--- src/rtl/bwarb_pkg.sv ---
package bwarb_pkg;
    typedef enum logic [1:0] {
        OWN_NONE = 2'd0,
        OWN_CPU  = 2'd1,
        OWN_DMA  = 2'd2
    } owner_e;
endpackage

--- src/rtl/bwarb_pick.sv ---
module bwarb_pick
    import bwarb_pkg::*;
(
    input  logic   cpu_req,
    input  logic   dma_req,
    input  logic   dma_soft,
    input  logic   rt_class_en,
    input  logic   acc_zero,
    output owner_e winner
);
    logic dma_hard;

    always_comb begin
        dma_hard = dma_req && !(rt_class_en && dma_soft);
        if (cpu_req && !dma_req) begin
            winner = OWN_CPU;
        end else if (cpu_req && !dma_hard && acc_zero) begin
            winner = OWN_CPU;
        end else if (dma_req) begin
            winner = OWN_DMA;
        end else begin
            winner = OWN_NONE;
        end
    end
endmodule

--- src/rtl/bwarb_acct.sv ---
module bwarb_acct #(
    parameter int ACCW = 16,
    parameter int RATW = 10,
    parameter int LENW = 8
) (
    input  logic [ACCW-1:0] acc_q,
    input  logic [RATW-1:0] ratio,
    input  logic [LENW-1:0] len_q,
    input  logic            dyn_mode,
    input  logic            win_decr,
    input  logic            dma_window,
    input  logic            cpu_svc,
    input  logic            cpu_last,
    output logic [ACCW-1:0] acc_d
);
    localparam int SW = ACCW + 2;
    localparam logic [SW-1:0] ACC_MAX = {2'b00, {ACCW{1'b1}}};

    logic [SW-1:0] inc;
    logic [SW-1:0] sum;
    logic          drain;

    always_comb begin
        inc = '0;
        if (dyn_mode) begin
            if (cpu_svc) inc = SW'(ratio);
        end else if (cpu_last) begin
            inc = SW'(ratio) + SW'(len_q);
        end
        drain = !(dyn_mode && cpu_svc) && !(!win_decr && dma_window);
        sum = SW'(acc_q) + inc;
        if (drain && sum != '0) sum = sum - SW'(1);
        if (sum > ACC_MAX) sum = ACC_MAX;
        acc_d = sum[ACCW-1:0];
    end
endmodule

--- src/rtl/bwarb_top.sv ---
module bwarb_top
    import bwarb_pkg::*;
#(
    parameter int ACCW = 16,
    parameter int RATW = 10,
    parameter int LENW = 8
) (
    input  logic            clk,
    input  logic            rst_n,
    input  logic            cpu_req,
    input  logic            dma_req,
    input  logic            dma_soft,
    input  logic            dma_window,
    input  logic [LENW-1:0] burst_len,
    input  logic [RATW-1:0] ratio,
    input  logic            dyn_mode,
    input  logic            win_decr,
    input  logic            rt_class_en,
    output logic            cpu_gnt,
    output logic            dma_gnt,
    output logic [ACCW-1:0] account
);
    typedef struct packed {
        owner_e          owner;
        logic [LENW-1:0] rem;
        logic [LENW-1:0] len;
        logic [ACCW-1:0] acc;
    } state_t;

    state_t          st_q, st_d;
    owner_e          winner;
    logic [ACCW-1:0] acc_next;
    logic [LENW-1:0] eff_len;
    logic            boundary;
    logic            cpu_svc;
    logic            cpu_last;
    logic [LENW-1:0] rem_cur;

    assign cpu_svc  = (st_q.owner == OWN_CPU);
    assign cpu_last = cpu_svc && (st_q.rem == '0);
    assign boundary = (st_q.owner == OWN_NONE) || (st_q.rem == '0);
    assign eff_len  = (burst_len == '0) ? LENW'(1) : burst_len;
    assign rem_cur  = st_q.rem;

    bwarb_pick u_pick (
        .cpu_req     (cpu_req),
        .dma_req     (dma_req),
        .dma_soft    (dma_soft),
        .rt_class_en (rt_class_en),
        .acc_zero    (st_q.acc == '0),
        .winner      (winner)
    );

    bwarb_acct #(.ACCW(ACCW), .RATW(RATW), .LENW(LENW)) u_acct (
        .acc_q      (st_q.acc),
        .ratio      (ratio),
        .len_q      (st_q.len),
        .dyn_mode   (dyn_mode),
        .win_decr   (win_decr),
        .dma_window (dma_window),
        .cpu_svc    (cpu_svc),
        .cpu_last   (cpu_last),
        .acc_d      (acc_next)
    );

    always_comb begin
        st_d     = st_q;
        st_d.acc = acc_next;
        if (boundary) begin
            st_d.owner = winner;
            if (winner != OWN_NONE) begin
                st_d.len = eff_len;
                st_d.rem = eff_len - LENW'(1);
            end else begin
                st_d.rem = '0;
            end
        end else begin
            st_d.rem = st_q.rem - LENW'(1);
        end
    end

    always_ff @(posedge clk) begin
        if (!rst_n) begin
            st_q <= '{owner: OWN_NONE, rem: '0, len: '0, acc: '0};
        end else begin
            st_q <= st_d;
        end
    end

    assign cpu_gnt = (st_q.owner == OWN_CPU);
    assign dma_gnt = (st_q.owner == OWN_DMA);
    assign account = st_q.acc;
endmodule

--- config.mk ---
export PLATFORM = sky130hd
export DESIGN_NAME = bwarb_top
export DESIGN_NICKNAME = d
export VERILOG_FILES = /design/src/rtl/bwarb_pkg.sv /design/src/rtl/bwarb_pick.sv /design/src/rtl/bwarb_acct.sv /design/src/rtl/bwarb_top.sv
export SDC_FILE = /design/constraint.sdc
export NUM_CORES = 1
export LEC_CHECK = 0
export ABC_AREA = 1
export BUFFER_PORTS_ARGS = -buffer_cell sky130_fd_sc_hd__buf_4
export CORE_ASPECT_RATIO = 1.4
export CORE_MARGIN = 4
export CORE_UTILIZATION = 48
export DETAILED_ROUTE_END_ITERATION = 8
export GPL_ROUTABILITY_DRIVEN = 0
export HOLD_SLACK_MARGIN = 0.06
export PLACE_DENSITY = 0.67
export SETUP_SLACK_MARGIN = 0.05
export SLEW_MARGIN = 20
export SYNTH_ARGS = -nofsm -noshare
export SYNTH_HDL_FRONTEND = slang
export SYNTH_HIERARCHICAL = 1
export SYNTH_SLANG_ARGS = --single-unit
--- constraint.sdc ---
create_clock -name clk -period 4.9 [get_ports clk]
set_input_delay 0.98 -clock clk [delete_from_list [all_inputs] [get_ports clk]]
set_output_delay 0.98 -clock clk [all_outputs]
set_load 0.02 [all_outputs]
Word-level counts from Yosys, hierarchy flattened

Index checks and enable logic that the tools add are counted.

Flip-flop bits (word level): 34
Memory bits (writable): 0
Memories: 0
Word-level logic and storage cells: 47
Memory bits (read-only): 0
Bits in latches: 0
Output and inout bits: 18

Magnitude comparators: 1
Bitwise operators: 0
Add/sub/neg operators: 5
Div/mod/pow operators: 0
Multiplexer cells: 11
Reductions and logical operators: 24
Equality and inequality tests: 2
Shifts and indexed selects: 0
Multipliers: 0

Operators with widths:

| cell                                                  | number |
|---|---|
| two-way mux 18 bit                                    | 3 |
| two-way mux 8 bit                                     | 3 |
| adder 16 x 18 -> 18 bit                               | 1 |
| > comparator 18 x 16 -> 1 bit (second input constant) | 1 |
| nonzero test 18 bit                                   | 1 |
| subtractor 18 x 1 -> 18 bit (second input constant)   | 1 |
| logical NOT 16 bit                                    | 1 |
| logical NOT 8 bit                                     | 2 |
| two-way mux 16 bit                                    | 1 |
| subtractor 8 x 1 -> 8 bit (second input constant)     | 2 |
| adder 10 x 8 -> 11 bit                                | 1 |
| logical AND 1 bit                                     | 10 |
| two-way mux 10 bit                                    | 1 |
| logical NOT 1 bit                                     | 6 |
| two-way mux 2 bit                                     | 3 |
| == test 2 x 1 -> 1 bit (second input constant)        | 1 |
| == test 2 bit (second input constant)                 | 1 |
| logical NOT 2 bit                                     | 1 |
| AND reduction 2 bit                                   | 1 |
| nonzero test 2 bit                                    | 1 |
| logical OR 1 bit                                      | 1 |

Longest topological paths before layout

Word-level depth: 11
Gate-level depth with buffers: 36
Mapped depth without buffers: 35

Cells and area by module

The synthesis kept the hierarchy.

By module, submodules not included:

| module     | cells each | area an instance (sq um) | sequential area each (sq um) | instances |
|---|---|---|---|---|
| bwarb_acct | 457        | 2381.0                   | 0.0                          | 1 |
| bwarb_top  | 230        | 1639.1                   | 680.7                        | 1 |
| bwarb_pick | 9          | 37.5                     | 0.0                          | 1 |

Least setup slack after synthesis

No wires, ideal clock.

Path type: input-to-reg
Start: input ratio[0]
End: register st_q (netlist bit account[5])
Data required time: 4.790 ns
Arrival: 4.318 ns
Stages: 32
Path buffers: 1
Setup slack: 0.472 ns
Cell sequence: ha_1 > inv_1 > fa_1 > nor2_1 > o21ai_0 > nand2_1 > nand2_1 > nand2_1 > a21oi_1 > nor2_1 > o21ai_0 > nand2_1 > nand2_1 > a22oi_1 > nor2_1 > ha_1 > nand2_1 > nor2_2 > nand3_1 > nand3_1 > nand2_1 > nand2_1 > nand2_1 > nor2_2 > nand3_1 > nor2_1 > nand4_1 > nand2_2 > buf_6 > nand3_2 > nand2_1 > inv_1

Longest elaborated chain between the ends: 9
Elaborated cells on any way between the ends: 11
Classes of those cells: add/sub: 3; order compare: 1; mux: 5; reduce/logical: 2

RTL lines:

| element                                                                             | line             | RTL |
|---|---|---|
| from (decl)                                                                         | bwarb_top.sv:15  | `input logic [RATW-1:0] ratio,` |
| adder 10 x 8 -> 11 bit                                                              | bwarb_acct.sv:28 | `inc = SW'(ratio) + SW'(len_q);` |
| two-way mux 18 bit                                                                  | bwarb_acct.sv:27 | `end else if (cpu_last) begin` |
| two-way mux 18 bit (*)                                                              | bwarb_acct.sv:25 | `if (dyn_mode) begin` |
| adder 16 x 18 -> 18 bit (*)                                                         | bwarb_acct.sv:31 | `sum = SW'(acc_q) + inc;` |
| parallel branches: the longest is 2 deep, another holds subtractor 18 x 1 -> 18 bit | -                |  |
| two-way mux 18 bit (*)                                                              | bwarb_acct.sv:32 | `if (drain && sum != '0) sum = sum - SW'(1);` |
| > comparator 18 x 16 -> 1 bit                                                       | bwarb_acct.sv:33 | `if (sum > ACC_MAX) sum = ACC_MAX;` |
| two-way mux 16 bit (*)                                                              | bwarb_acct.sv:33 |  |
| via acc_next[5]                                                                     | bwarb_top.sv:32  | `logic [ACCW-1:0] acc_next;` |
| to (signal assigned)                                                                | bwarb_top.sv:84  | `st_q <= '{owner: OWN_NONE, rem: '0, len: '0, acc: '0};` |
| to (signal assigned)                                                                | bwarb_top.sv:86  | `st_q <= st_d;` |
| to (decl)                                                                           | bwarb_top.sv:30  | `state_t st_q, st_d;` |

Mark *: on every way through the listed nets, which the timed path passes.
A chain may end at the register's enable or synchronous reset.

Final worst setup path

Start: input ratio[0]
End: register st_q (netlist bit account[6])

The elaborated chain is that of the path after synthesis.

==> results.cfg <==
[status]
outcome = finished clean

[floorplan]
coreArea_mm2 = 0.008198
die_w_um = 85.71
floorplan.io_pins = 45
die_y_um = 116.8
num_rows = 39
dieArea_mm2 = 0.01001
start_util = 0.4950

[cts]
clk_pin_slew_ns = 0.06
cts_tree = done
clockBufferDepth = 2
cts_hold_buffers = 0
cts_sinks = 34
cts-root-buf = clkbuf_16
htreeDepth = 2
cts_made_buffers = 5
insertion_delay_ns = 0.28

[sta]
setup_viol_count_final = 0
hold_violations = 0
timing.hold.ws_ns = 0.4830
setup_ws_ns = 0.3272
drv_slew = 0
slew_headroom = 0.6788
min_period_over_period = 0.9332
worst_pin_slew_ns = 0.4817
max_clock_freq_mhz = 218.7
period_minus_slack_ns = 4.573
finalClockSkew_ns = 0.005773

[route]
first_iter_violations = 320
dr_total_vias = 4475
post_drt_wl_per_cell_um = 13.97
antenna_left = 0
firstDrtPassIters = 7
drc = 0
wirelength_um = 11920
routed_via_density = 5.246

[critical_path]
crit_top_cell = nand2_1
cp.required_ns = 5.09
crit_slowest_cell = fa_2
startpoint_type = input port
cp_num_buf_inv = 6
crit_family = simple AND/OR/NAND/NOR gates
cp_max_fo = 7
cpPeakStageDelay_ns = 0.38
crit_path_end_kind = register
critical_path_class = input port to register
cp.arrival_ns = 4.76

[yosys]
synthesis.area_mm2 = 0.004058
ys_warn_count = 6
synthCells = 696
synth.distinct_cells = 45
synth_nets = 748
ys_seq_area_frac = 0.1677
ys_seq_elements = 34
syn-mean-instance-area_um2 = 5.830

[place]
placed_cells = 834
placement.io_buffers = 44
place_ws_ns = -0.1825
post_dp_cell_area_mm2 = 0.004444
place_hpwl_um = 9501

[run]
cap_violations = 0

[pwr]
vdd_drop_max_mv = 0.2538
p_int_w = 0.001277
p_seq_frac = 0.184
p_comb_frac = 0.673
switching_share = 0.5072
p_sw_w = 0.001314
leakagePower_nw = 2.700
clockPowerShare = 0.143
p_per_area_mw_per_mm2 = 535.2

[final_layout]
postLayoutCellArea_mm2 = 0.004842
fillers = 841
register_area_um2 = 680.7
multi_input_area_mm2 = 0.002882
drive_above_1_share = 0.2210
antenna_cells = 0
fin_cells = 853
fin_nets = 802
syn2layout_area_growth_pct = 19.33

[worst_hold_path]
hold_class = register to register

[global_routing]
grt_pass1_wl_um = 18920
overflow = 0
antenna_found_initial = 0
grt_pass1_vias = 4238
grt_max_degree = 26
grt_usage = 0.2357
-- Yosys cell counts (all sizes together) --
| library cell | instances | area [um^2] |
|---|---|---|
| o22ai | 1 | 6.260 |
| nor3 | 5 | 25.02 |
| dfxtp | 34 | 680.7 |
| a21boi | 1 | 7.510 |
| xor2 | 6 | 52.55 |
| a31oi | 1 | 6.260 |
| nor2 | 80 | 337.8 |
| nand4 | 17 | 106.4 |
| fa | 2 | 40.04 |
| a21oi | 20 | 100.1 |
| nand2 | 253 | 1028 |
| o21a | 1 | 7.510 |
| nor4 | 5 | 31.28 |
| o221ai | 2 | 17.52 |
| ha | 23 | 287.8 |
| nand3b | 5 | 37.54 |
| clkinv | 3 | 11.26 |
| clkbuf | 2 | 7.510 |
| and3 | 1 | 6.260 |
| o2111ai | 1 | 8.760 |
| or2 | 2 | 12.52 |
| nand3 | 60 | 370.4 |
| and2 | 4 | 25.02 |
| o21ai | 25 | 125.1 |
| buf | 21 | 188.9 |
| a22oi | 1 | 7.510 |
| inv | 109 | 419.2 |
| a32o | 1 | 10.01 |
| a22o | 2 | 17.52 |
| o31ai | 1 | 7.510 |
| xnor2 | 6 | 60.06 |
| a21o | 1 | 7.510 |
-- cells by family (layout without fill, tap and decap cells) --
| family | Yosys count | in the layout | synth area share |
|---|---|---|---|
| buf+inv | 135 | 189 | 0.1545 |
| compound gates | 58 | 58 | 0.08111 |
| fa+ha+maj | 25 | 25 | 0.08079 |
| flops | 34 | 34 | 0.1677 |
| xor+xnor | 12 | 12 | 0.02775 |
| simple gates | 432 | 433 | 0.4881 |
-- what timing repair did --
action,in CTS,in global routing
setup endpoints to repair,0,16
buffers inserted,0,9
gates resized for setup,0,44
endpoints found under the hold margin,0,0
-- sequential cells by signal, indices dropped and copies added, names as in the netlist --
name	count
rem_cur	8
st_q	10
account	16
-- cell usage in the layout, fill, tap and decap left out, types with 2 or more instances in the layout --
cell / count
ha_2: 2
nor3_1: 5
buf_4: 66
xor2_1: 6
nand4_1: 17
o21ai_0: 23
nand3b_1: 5
inv_2: 7
nor2_2: 11
clkbuf_16: 6
clkinvlp_4: 2
and2_1: 3
ha_1: 21
nand2_4: 4
nor4_1: 5
inv_6: 2
nor2_1: 62
nand2_1: 220
nand2_2: 29
a21oi_2: 3
o221ai_1: 2
nor2_4: 7
xnor2_1: 5
nand3_2: 17
a22o_1: 2
nand3_1: 43
dfxtp_1: 34
clkinv_1: 3
inv_1: 100
a21oi_1: 17
-- per-layer routing --
metal / share of wire / up-vias / track usage
met3: 0.045 / 31 / 0.02591
met1: 0.36 / 2024 / 0.2315
li1: - / 2291 / -
met4: 0.029 / 0 / 0.08765
met5: 0 / - / 0
met2: 0.57 / 129 / 0.4933
-- cell type report --
| cell class | instances | area share |
|---|---|---|
| Multi-Input combinational cell | 528 | 0.5951 |
| Timing Repair Buffer | 69 | 0.1140 |
| Inverter | 112 | 0.08889 |
| Sequential cell | 34 | 0.1406 |
| Tap cell | 102 | 0.02636 |
| Clock inverter | 3 | 0.009302 |
| Clock buffer | 5 | 0.02584 |
-- power groups by stage --
stage,combinational (W),sequential [W],clock (W)
floorplan,0.00128,0.000440,0
global placement,0.00160,0.000483,0
detailed placement,0.00162,0.000486,0
CTS,0.00163,0.000480,0.000380
global route,0.00194,0.000491,0.000393
finish,0.00174,0.000478,0.000370
-- through the flow --
| stage | power [W] | setup TNS (ns) | utilization |
|---|---|---|---|
| 3_5_place_dp | 0.002102 | -2.473 | 0.5421 |
| 5_1_grt | 0.002824 | -0.1888 | 0.5907 |
| 2_1_floorplan | 0.001724 | 0 | - |
| 6_report | 0.002591 | 0 | 0.5907 |
| 4_1_cts | 0.002486 | 0 | 0.5629 |
| 3_3_place_gp | 0.002079 | -1.866 | 0.5421 |
-- path summary, 6_finish.rpt --
check / cells past startpoint / from / to / slack (ns)
min: 2 / st_q[32] / st_q[32] / 0.48
min reg2reg: 2 / st_q[32] / st_q[32] / 0.48
max reg2reg: 28 / rem_cur[0] / account[6] / 0.72
max: 36 / ratio[0] / account[6] / 0.33
-- tightest hold or removal path, cell delays in order, from the launching register on --
cell	delay [ns]
dfxtp_1	0.32
nand2_1	0.06
a21oi_1	0.05
No activity file was read; power rests on OpenSTA's default activity.
